[src/rtl/fps_pkg.sv]
package fps_pkg;

  typedef enum logic [2:0] {
    PH_IDLE,
    PH_ARM,
    PH_SETUP,
    PH_PULSE,
    PH_HOLD,
    PH_TAIL
  } phase_e;

  // Convert a microsecond figure into a clock count.
  function automatic int unsigned us_to_clks(input int unsigned us,
                                             input int unsigned clks_per_us);
    return us * clks_per_us;
  endfunction

  // Map the 2-bit select onto one of three pulse widths; code 3 aliases long.
  function automatic int unsigned pulse_us(input logic [1:0] sel,
                                           input int unsigned short_us,
                                           input int unsigned mid_us,
                                           input int unsigned long_us);
    int unsigned r;
    unique case (sel)
      2'b00:   r = short_us;
      2'b01:   r = mid_us;
      default: r = long_us;
    endcase
    return r;
  endfunction

  function automatic int unsigned max3(input int unsigned a,
                                       input int unsigned b,
                                       input int unsigned c);
    int unsigned m;
    m = (a > b) ? a : b;
    return (m > c) ? m : c;
  endfunction

endpackage

[src/rtl/fps_delay_counter.sv]
module fps_delay_counter #(
  parameter int CW = 16
) (
  input  logic          clk,
  input  logic          rst,
  input  logic          load_i,
  input  logic [CW-1:0] load_val_i,
  output logic          expired_o
);
  logic [CW-1:0] cnt_q;

  always_ff @(posedge clk) begin
    if (rst)
      cnt_q <= '0;
    else if (load_i)
      cnt_q <= load_val_i;
    else if (cnt_q != '0)
      cnt_q <= cnt_q - 1'b1;
  end

  assign expired_o = (cnt_q == '0);

  // A freshly loaded nonzero value must not report expiry next cycle.
  assert_load_nonzero_R3: assert property (@(posedge clk) disable iff (rst)
    (load_i && load_val_i != '0) |=> !expired_o);

endmodule

[src/rtl/fps_width_capture.sv]
module fps_width_capture
  import fps_pkg::*;
#(
  parameter int CW          = 16,
  parameter int CLKS_PER_US = 50,
  parameter int SHORT_US    = 10,
  parameter int MID_US      = 30,
  parameter int LONG_US     = 200
) (
  input  logic          clk,
  input  logic          rst,
  input  logic          capture_i,
  input  logic [1:0]    sel_i,
  output logic [CW-1:0] pulse_clks_o
);
  logic [1:0] sel_q;

  always_ff @(posedge clk) begin
    if (rst)
      sel_q <= 2'b00;
    else if (capture_i)
      sel_q <= sel_i;
  end

  assign pulse_clks_o = CW'(us_to_clks(pulse_us(sel_q, SHORT_US, MID_US, LONG_US),
                                       CLKS_PER_US));

endmodule

[src/rtl/fps_phase_ctrl.sv]
module fps_phase_ctrl
  import fps_pkg::*;
#(
  parameter int CW          = 16,
  parameter int SETUP_CLKS  = 2500,
  parameter int GUARD_CLKS  = 250
) (
  input  logic          clk,
  input  logic          rst,
  input  logic          start_i,
  input  logic          expired_i,
  input  logic [CW-1:0] pulse_clks_i,
  output logic          accept_o,
  output logic          load_o,
  output logic [CW-1:0] load_val_o,
  output logic          wdt_en_o,
  output logic          setup_en_o,
  output logic          prog_en_o,
  output logic          busy_o,
  output logic          done_o
);
  localparam logic [CW-1:0] SETUP_LAST = CW'(SETUP_CLKS - 1);
  localparam logic [CW-1:0] GUARD_LAST = CW'(GUARD_CLKS - 1);

  phase_e phase_q, phase_d;
  logic   done_q;
  logic   seq_end_w;

  always_comb begin
    phase_d    = phase_q;
    load_o     = 1'b0;
    load_val_o = '0;
    accept_o   = 1'b0;
    unique case (phase_q)
      PH_IDLE: if (start_i) begin
        phase_d  = PH_ARM;
        load_o   = 1'b1;
        accept_o = 1'b1;
      end
      PH_ARM: if (expired_i) begin
        phase_d    = PH_SETUP;
        load_o     = 1'b1;
        load_val_o = SETUP_LAST;
      end
      PH_SETUP: if (expired_i) begin
        phase_d    = PH_PULSE;
        load_o     = 1'b1;
        load_val_o = pulse_clks_i - 1'b1;
      end
      PH_PULSE: if (expired_i) begin
        phase_d    = PH_HOLD;
        load_o     = 1'b1;
        load_val_o = GUARD_LAST;
      end
      PH_HOLD: if (expired_i) begin
        phase_d    = PH_TAIL;
        load_o     = 1'b1;
        load_val_o = GUARD_LAST;
      end
      PH_TAIL: if (expired_i) phase_d = PH_IDLE;
      default: phase_d = PH_IDLE;
    endcase
  end

  assign seq_end_w = (phase_q == PH_TAIL) && expired_i;

  always_ff @(posedge clk) begin
    if (rst) begin
      phase_q <= PH_IDLE;
      done_q  <= 1'b0;
    end else begin
      phase_q <= phase_d;
      done_q  <= seq_end_w;
    end
  end

  assign wdt_en_o   = (phase_q != PH_IDLE);
  assign setup_en_o = (phase_q == PH_SETUP) || (phase_q == PH_PULSE) || (phase_q == PH_HOLD);
  assign prog_en_o  = (phase_q == PH_PULSE);
  assign busy_o     = (phase_q != PH_IDLE);
  assign done_o     = done_q;

  assert_prog_nested_R4: assert property (@(posedge clk) disable iff (rst)
    prog_en_o |-> (setup_en_o && wdt_en_o));
  assert_setup_nested_R3: assert property (@(posedge clk) disable iff (rst)
    setup_en_o |-> wdt_en_o);
  assert_wdt_leads_R2: assert property (@(posedge clk) disable iff (rst)
    $rose(wdt_en_o) |-> !setup_en_o);
  assert_done_idle_R7: assert property (@(posedge clk) disable iff (rst)
    done_o |-> (!busy_o && !wdt_en_o));
  assert_done_single_R7: assert property (@(posedge clk) disable iff (rst)
    done_o |=> !done_o);
  assert_busy_ignores_start_R8: assert property (@(posedge clk) disable iff (rst)
    (busy_o && start_i && !expired_i) |=> $stable(phase_q));

endmodule

[src/rtl/flash_pulse_seq.sv]
module flash_pulse_seq
  import fps_pkg::*;
#(
  parameter int CLKS_PER_US = 50,
  parameter int SETUP_US    = 50,
  parameter int GUARD_US    = 5,
  parameter int SHORT_US    = 10,
  parameter int MID_US      = 30,
  parameter int LONG_US     = 200
) (
  input  logic       clk,
  input  logic       rst,
  input  logic       start_i,
  input  logic [1:0] width_sel_i,
  output logic       wdt_en_o,
  output logic       setup_en_o,
  output logic       prog_en_o,
  output logic       busy_o,
  output logic       done_o
);
  localparam int SETUP_CLKS = int'(us_to_clks(SETUP_US, CLKS_PER_US));
  localparam int GUARD_CLKS = int'(us_to_clks(GUARD_US, CLKS_PER_US));
  localparam int MAX_US     = int'(max3(max3(SETUP_US, GUARD_US, SHORT_US), MID_US, LONG_US));
  localparam int CW         = $clog2(MAX_US * CLKS_PER_US + 1);

  logic          accept_w;
  logic          load_w;
  logic [CW-1:0] load_val_w;
  logic          expired_w;
  logic [CW-1:0] pulse_clks_w;

  fps_width_capture #(
    .CW(CW), .CLKS_PER_US(CLKS_PER_US),
    .SHORT_US(SHORT_US), .MID_US(MID_US), .LONG_US(LONG_US)
  ) u_width (
    .clk(clk), .rst(rst), .capture_i(accept_w), .sel_i(width_sel_i),
    .pulse_clks_o(pulse_clks_w)
  );

  fps_delay_counter #(.CW(CW)) u_delay (
    .clk(clk), .rst(rst), .load_i(load_w), .load_val_i(load_val_w),
    .expired_o(expired_w)
  );

  fps_phase_ctrl #(
    .CW(CW), .SETUP_CLKS(SETUP_CLKS), .GUARD_CLKS(GUARD_CLKS)
  ) u_ctrl (
    .clk(clk), .rst(rst), .start_i(start_i), .expired_i(expired_w),
    .pulse_clks_i(pulse_clks_w), .accept_o(accept_w), .load_o(load_w),
    .load_val_o(load_val_w), .wdt_en_o(wdt_en_o), .setup_en_o(setup_en_o),
    .prog_en_o(prog_en_o), .busy_o(busy_o), .done_o(done_o)
  );

  // Segment-length tracking for the timing assertions below.
  logic [2:0] outs_w, prev_outs_q;
  int         seg_q;
  int         exp_pulse_q;

  assign outs_w = {wdt_en_o, setup_en_o, prog_en_o};

  always_ff @(posedge clk) begin
    if (rst) begin
      prev_outs_q <= 3'b000;
      seg_q       <= 0;
      exp_pulse_q <= 0;
    end else begin
      prev_outs_q <= outs_w;
      seg_q       <= (outs_w != prev_outs_q) ? 1 : seg_q + 1;
      if (start_i && !busy_o)
        exp_pulse_q <= (width_sel_i[1] ? LONG_US : (width_sel_i[0] ? MID_US : SHORT_US))
                       * CLKS_PER_US;
    end
  end

  initial begin
    assert_clks_positive_R3: assert (CLKS_PER_US >= 1);
  end

  assert_arm_len_R2: assert property (@(posedge clk) disable iff (rst)
    (prev_outs_q == 3'b100 && outs_w == 3'b110) |-> (seg_q == 1));
  assert_setup_len_R3: assert property (@(posedge clk) disable iff (rst)
    (prev_outs_q == 3'b110 && outs_w == 3'b111) |-> (seg_q == SETUP_CLKS));
  assert_pulse_len_R4: assert property (@(posedge clk) disable iff (rst)
    (prev_outs_q == 3'b111 && outs_w != 3'b111) |-> (seg_q == exp_pulse_q && outs_w == 3'b110));
  assert_hold_len_R5: assert property (@(posedge clk) disable iff (rst)
    (prev_outs_q == 3'b110 && outs_w == 3'b100) |-> (seg_q == GUARD_CLKS));
  assert_tail_len_R6: assert property (@(posedge clk) disable iff (rst)
    (prev_outs_q == 3'b100 && outs_w == 3'b000) |-> (seg_q == GUARD_CLKS && done_o));

endmodule

[config.mk]
export PLATFORM = sky130hd
export DESIGN_NAME = flash_pulse_seq
export DESIGN_NICKNAME = d
export VERILOG_FILES = /design/src/rtl/fps_pkg.sv /design/src/rtl/fps_delay_counter.sv /design/src/rtl/fps_width_capture.sv /design/src/rtl/fps_phase_ctrl.sv /design/src/rtl/flash_pulse_seq.sv
export SDC_FILE = /design/constraint.sdc
export NUM_CORES = 1
export LEC_CHECK = 0
export BUFFER_PORTS_ARGS = -buffer_cell sky130_fd_sc_hd__buf_2
export CAP_MARGIN = 20
export CORE_AREA = 5 5 71 73
export DETAILED_ROUTE_END_ITERATION = 7
export DIE_AREA = 0 0 76 78
export GPL_TIMING_DRIVEN = 0
export MAX_ROUTING_LAYER = met4
export PLACE_DENSITY = 0.66
export SLEW_MARGIN = 20
export SYNTH_ARGS = -nofsm -noshare
export SYNTH_HDL_FRONTEND = slang
export SYNTH_HIERARCHICAL = 1
export SYNTH_SLANG_ARGS = --single-unit
[constraint.sdc]
create_clock -name clk -period 5.7 [get_ports clk]
set_clock_uncertainty 0.1 [all_clocks]
set_input_delay 0.57 -clock clk [delete_from_list [all_inputs] [get_ports clk]]
set_output_delay 0.57 -clock clk [all_outputs]
set_load 0.02 [all_outputs]
# Word level (Yosys, flattened, before mapping)
# Cells that the tools add are included.
dict set report classes {
  n_mul 1
  n_reduce_logical 12
  add_sub_neg 2
  muxes 18
  n_eq_ne 12
}
# op count
set ops {}
lappend ops {{14-bit two-way mux} 3}
lappend ops {{14-bit case mux with 3 select lines} 1}
lappend ops {{14-bit by 1-bit subtractor with 14-bit output (second input constant)} 2}
lappend ops {{3-bit two-way mux} 6}
lappend ops {{3-bit case mux with 6 select lines} 1}
lappend ops {{8-bit case mux with 2 select lines} 1}
lappend ops {{14-bit logical NOT} 1}
lappend ops {{14-bit nonzero test} 1}
lappend ops {{8-bit by 5-bit multiplier with 13-bit output (second input constant)} 1}
lappend ops {{12-bit two-way mux} 1}
lappend ops {{2-bit by 1-bit inequality test with 1-bit output (second input constant)} 5}
lappend ops {{8-bit two-way mux} 1}
lappend ops {{3-bit by 2-bit equality test with 1-bit output (second input constant)} 2}
lappend ops {{3-bit equality test (second input constant)} 2}
lappend ops {{6-bit AND reduction} 1}
lappend ops {{4-bit OR reduction} 1}
lappend ops {{3-bit by 1-bit equality test with 1-bit output (second input constant)} 1}
lappend ops {{3-bit logical NOT} 1}
lappend ops {{1-bit two-way mux} 3}
lappend ops {{3-bit nonzero test} 1}
lappend ops {{2-bit by 1-bit equality test with 1-bit output (second input constant)} 1}
lappend ops {{2-bit logical NOT} 1}
lappend ops {{1-bit logical OR} 2}
lappend ops {{2-bit inequality test (second input constant)} 1}
lappend ops {{4 further kinds} 4}
dict set report word_totals {
  inputBits 5
  reg_bits 20
  output_inout_bits 5
}

# Depth between registers and ports, before layout
dict set report depth {
  depth_word 7
  ltp_mapped 13
}

# By module
# The synthesis kept the hierarchy.
# module cells_per_inst seq_area_each_um2 instances area_per_inst_um2
set modules_own_cells {}
lappend modules_own_cells {fps_delay_counter 109 280.3 1 887.1}
lappend modules_own_cells {fps_phase_ctrl 89 80.1 1 600.6}
lappend modules_own_cells {fps_width_capture 22 40.0 1 160.2}

# Worst setup path before layout
# OpenSTA, ideal clock, no wires.
dict set report synth_path {
  path_type {register to register}
  from {reg u_delay.cnt_q[0]}
  to {reg u_delay.cnt_q[10]}
  required_time_ns 5.478
  period_less_slack_ns 2.598
  stages_incl_launch_ff 14
  n_path_buf 3
  arrival_time_ns 2.376
  path_slack_ns 3.102
  path_cell_list {dfxtp_1 inv_1 ha_1 nor4b_4 nand4_1 buf_2 inv_1 clkbuf_1 mux2i_1 a21oi_1 dlymetal6s2s_1 nor2_1 nand2_1 o21ai_0}
}
dict set report synth_via {
  elab_chain_len 4
}
# element line
set synth_lines {}
lappend synth_lines {{from (decl)} fps_delay_counter.sv:10} ;# logic [CW-1:0] cnt_q;
lappend synth_lines {{from (signal assigned)} fps_delay_counter.sv:16} ;# cnt_q <= load_val_i;
lappend synth_lines {{from (signal assigned)} fps_delay_counter.sv:18} ;# cnt_q <= cnt_q - 1'b1;
lappend synth_lines {{14-bit logical NOT (*)} fps_delay_counter.sv:21} ;# assign expired_o = (cnt_q == '0);
lappend synth_lines {{net expired_w} flash_pulse_seq.sv:29} ;# logic expired_w;
lappend synth_lines {{1-bit two-way mux (*)} --}
lappend synth_lines {{1-bit case mux with 2 select lines (*)} fps_phase_ctrl.sv:34} ;# unique case (phase_q)
lappend synth_lines {{net load_w} flash_pulse_seq.sv:27} ;# logic load_w;
lappend synth_lines {{14-bit two-way mux or 2-bit nonzero test (tied branches)} --}
# Mark *: on every way through the listed nets, which the timed path passes. The rest lies on a longest branch. The select of a mux whose other input is x is not followed.
# A chain may end at the register's enable or synchronous reset.

# Worst setup path in the final report
dict set report layout_path {
  from {reg u_delay.cnt_q[0]}
  to {reg u_delay.cnt_q[13]}
}
# The elaborated chain is that of the path after synthesis.

==> out/qor.yml <==
power_and_ir_drop:
  clockPowerShare_pct: 12.7
  power_frac_seq_pct: 28.3
  combPwrFrac_pct: 59.1
  power_leakage_nw: 0.7013
  p_int_uw: 464.7
  switching_share_pct: 46.21
  p_total_uw: 864.1
  switchingPower_uw: 399.3
  peakVddDrop_uv: 171.0
  p_per_area_nw_per_um2: 472.7
global_routing:
  grtUsageTotal_pct: 12.65
  grt-ovfl-total: 0
  grt_start_max_net_pins: 14
  grt_pass1_wl_um: 6265
  antenna_found_initial: 0
  first_global_vias: 1354
route:
  drtPass1Iterations: 4
  drc: 0
  vias: 1509
  vias_per_cell: 5.221
  ant_nets: 0
  wl_per_cell_um: 12.47
  drt-initial-drc-count: 117
  routed_wl_um: 3605
clock_tree:
  cts.sinks: 20
  clk_pin_slew_ns: 0.08
  numCtsBuffers: 3
  clock_path_buffers: 2
  ctsHoldBuffers: 0
  tritoncts: "done"
  post_cts_buffers: 0
  clock_latency_ns: 0.26
  post_cts_resized: 0
  htree_levels: 1
  cts-root-buf: "clkbuf_8"
cells_and_area:
  fin_nets: 245
  fin_util_pct: 42.57
  fin_area_um2: 1828
  area_growth_pct: 10.93
  drive_gt1_share_pct: 14.35
  n_antenna_cell: 0
run_status:
  run_status: "completed"
sta:
  grt_setup_unrepaired: "no"
  fmax_ghz: 0.2969
  hold_viol: 0
  setup_viol: 0
  period_minus_slack_ns: 3.369
  finalCritPeriodShare_pct: 59.10
  holdWs_ns: 0.4184
  slew_headroom_pct: 50.35
  fin_tns_setup_ns: 0
  final_max_slew_viol_count: 0
  worst_pin_slew_ns: 0.7343
placement:
  gp_congestion: 0.8494
  io_buffers: 9
  post_dp_cell_area_um2: 1773
  dp_hpwl_um: 2705
yosys:
  synth.avg_cell_area_um2: 7.490
  syn_area_um2: 1648
  yosysUniqueCellTypes: 53
  synth-seq-cells: 20
  yosysWarnings: 6
  seq_area_frac_synth_pct: 24.30
  synthArstFlopShare_pct: 0
  syn_inst: 220
  synth_enable_flop_cells: 0
  synth_top_flop_cell: "dfxtp_1"
floorplan:
  initial_core_util_pct: 38.37
  rows: 24
  io_pins: 10
  fp.dieW_um: 76
  die_h_um: 78
  die-area_um2: 5928
  design.core.area_um2: 4294
setup_path:
  crit_type: "reg2reg"
  required_ns: 5.75
  r2r_cells: 13
  critPathCaptureType: "flip-flop"
  crit_path_start_kind: "flip-flop"
  critPathMaxFanout: 10
  crit_arrival_ns: 3.42
worst_hold_path:
  holdPathStages: 2
  hp-class: "reg2reg"
run:
  maxCapViolations: 0
## logic make-up (layout without fill, tap and decap cells)
kind of cell / count (synthesis) / after routing / synth area share [%]
xor+xnor: 14 / 14 / 7.441
flops: 20 / 20 / 24.30
fa+ha+maj: 2 / 2 / 1.518
buf+inv: 37 / 50 / 11.39
compound gates: 45 / 45 / 17.84
simple gates: 96 / 96 / 34.55
other cells: 2 / 6 / 0.4558
mux: 4 / 4 / 2.506
## worst paths after layout
kind                                                     from                              to  slack (ns)
worst max register to register  u_delay/cnt_q[0]$_SDFFE_PP0P_  u_delay/cnt_q[13]$_SDFFE_PP0P_        2.33
worst min-delay path            u_width/sel_q[0]$_SDFFE_PP0P_   u_width/sel_q[0]$_SDFFE_PP0P_        0.42
worst min register to register  u_width/sel_q[0]$_SDFFE_PP0P_   u_width/sel_q[0]$_SDFFE_PP0P_        0.42
worst max-delay path            u_delay/cnt_q[0]$_SDFFE_PP0P_  u_delay/cnt_q[13]$_SDFFE_PP0P_        2.33
## per-layer routing
metal	share of wire [%]	GRT usage, %
met3	3.1	2.431
met4	0.80	3.737
met5	0	-
met2	46	19.01
met1	50	17.14
## area by class of cell
cell class	count	area [µm²]
plain buffers	20	123.9
clock buffers	4	55.05
fillers	452	2466
inverters	17	63.81
multi-input cells	167	1075
flip-flops and latches	20	400.4
well taps	52	65.06
repair buffers	9	45.04
## layout by cell type, fill, tap and decap left out, drive strengths merged, types with 3 or more instances in the layout
cell type	Yosys	routed
a21boi	3	3
a21oi	11	11
a221oi	3	3
buf	10	19
clkbuf	8	12
conb	2	6
dfxtp	20	20
inv	17	17
mux2i	3	3
nand2	13	13
nand3	3	3
nand4	4	4
nor2	24	24
nor2b	5	5
nor3	13	13
nor4	8	8
o21ai	16	16
o31a	4	4
or3	8	8
xnor2	8	8
xor2	6	6
## Yosys cell counts, drive strengths merged, types with 2 or more instances
| cell | number | share of area (%) |
|---|---|---|
| a21boi | 3 | 1.4 |
| a21oi | 11 | 3.3 |
| a221oi | 3 | 2.0 |
| and2 | 2 | 0.84 |
| and3 | 2 | 0.76 |
| buf | 10 | 4.4 |
| clkbuf | 8 | 1.8 |
| conb | 2 | 0.46 |
| dfxtp | 20 | 24 |
| ha | 2 | 1.5 |
| inv | 17 | 3.9 |
| mux2i | 3 | 1.8 |
| nand2 | 13 | 3.0 |
| nand2b | 2 | 0.76 |
| nand3 | 3 | 0.91 |
| nand3b | 2 | 0.91 |
| nand4 | 4 | 1.5 |
| nand4b | 2 | 1.1 |
| nor2 | 24 | 5.5 |
| nor2b | 5 | 1.9 |
| nor3 | 13 | 4.3 |
| nor4 | 8 | 4.3 |
| nor4b | 2 | 2.0 |
| o21ai | 16 | 4.9 |
| o31a | 4 | 2.2 |
| or3 | 8 | 3.0 |
| or4 | 2 | 1.4 |
| xnor2 | 8 | 4.3 |
| xor2 | 6 | 3.2 |
## stage by stage
step / std cells / worst slack [ns]
floorplan: 224 / 3.102
CTS: 289 / 2.368
detailed placement: 285 / 2.389
global placement: 285 / 2.363
finish: 289 / 2.331
global route: 289 / 2.049
## power by group through the flow
stage	sequential, mW	combinational [mW]	clock, mW
6_report	0.244	0.510	0.109
5_1_grt	0.254	0.568	0.118
4_1_cts	0.243	0.504	0.114
3_5_place_dp	0.246	0.500	0
3_3_place_gp	0.245	0.503	0
2_1_floorplan	0.232	0.409	0
## critical path: stages, from the launching register on
cell and delay, ns:
dfxtp_1 0.37, inv_1 0.09, ha_1 0.22, nor4b_4 0.34, nand4_1 0.16, buf_2 0.22, inv_1 0.06, clkbuf_1 0.31
mux2i_1 0.13, a21oi_1 0.46, dlymetal6s2s_1 0.41, nor2_1 0.12, nand2_1 0.16, o21ai_0 0.11
## flip-flops by register name, summed over array words and instances, names as in the netlist
signal          cells
u_ctrl/done_o       1
u_ctrl/phase_q      3
u_delay/cnt_q      14
u_width/sel_q       2
(Power assumes the default switching activity.)
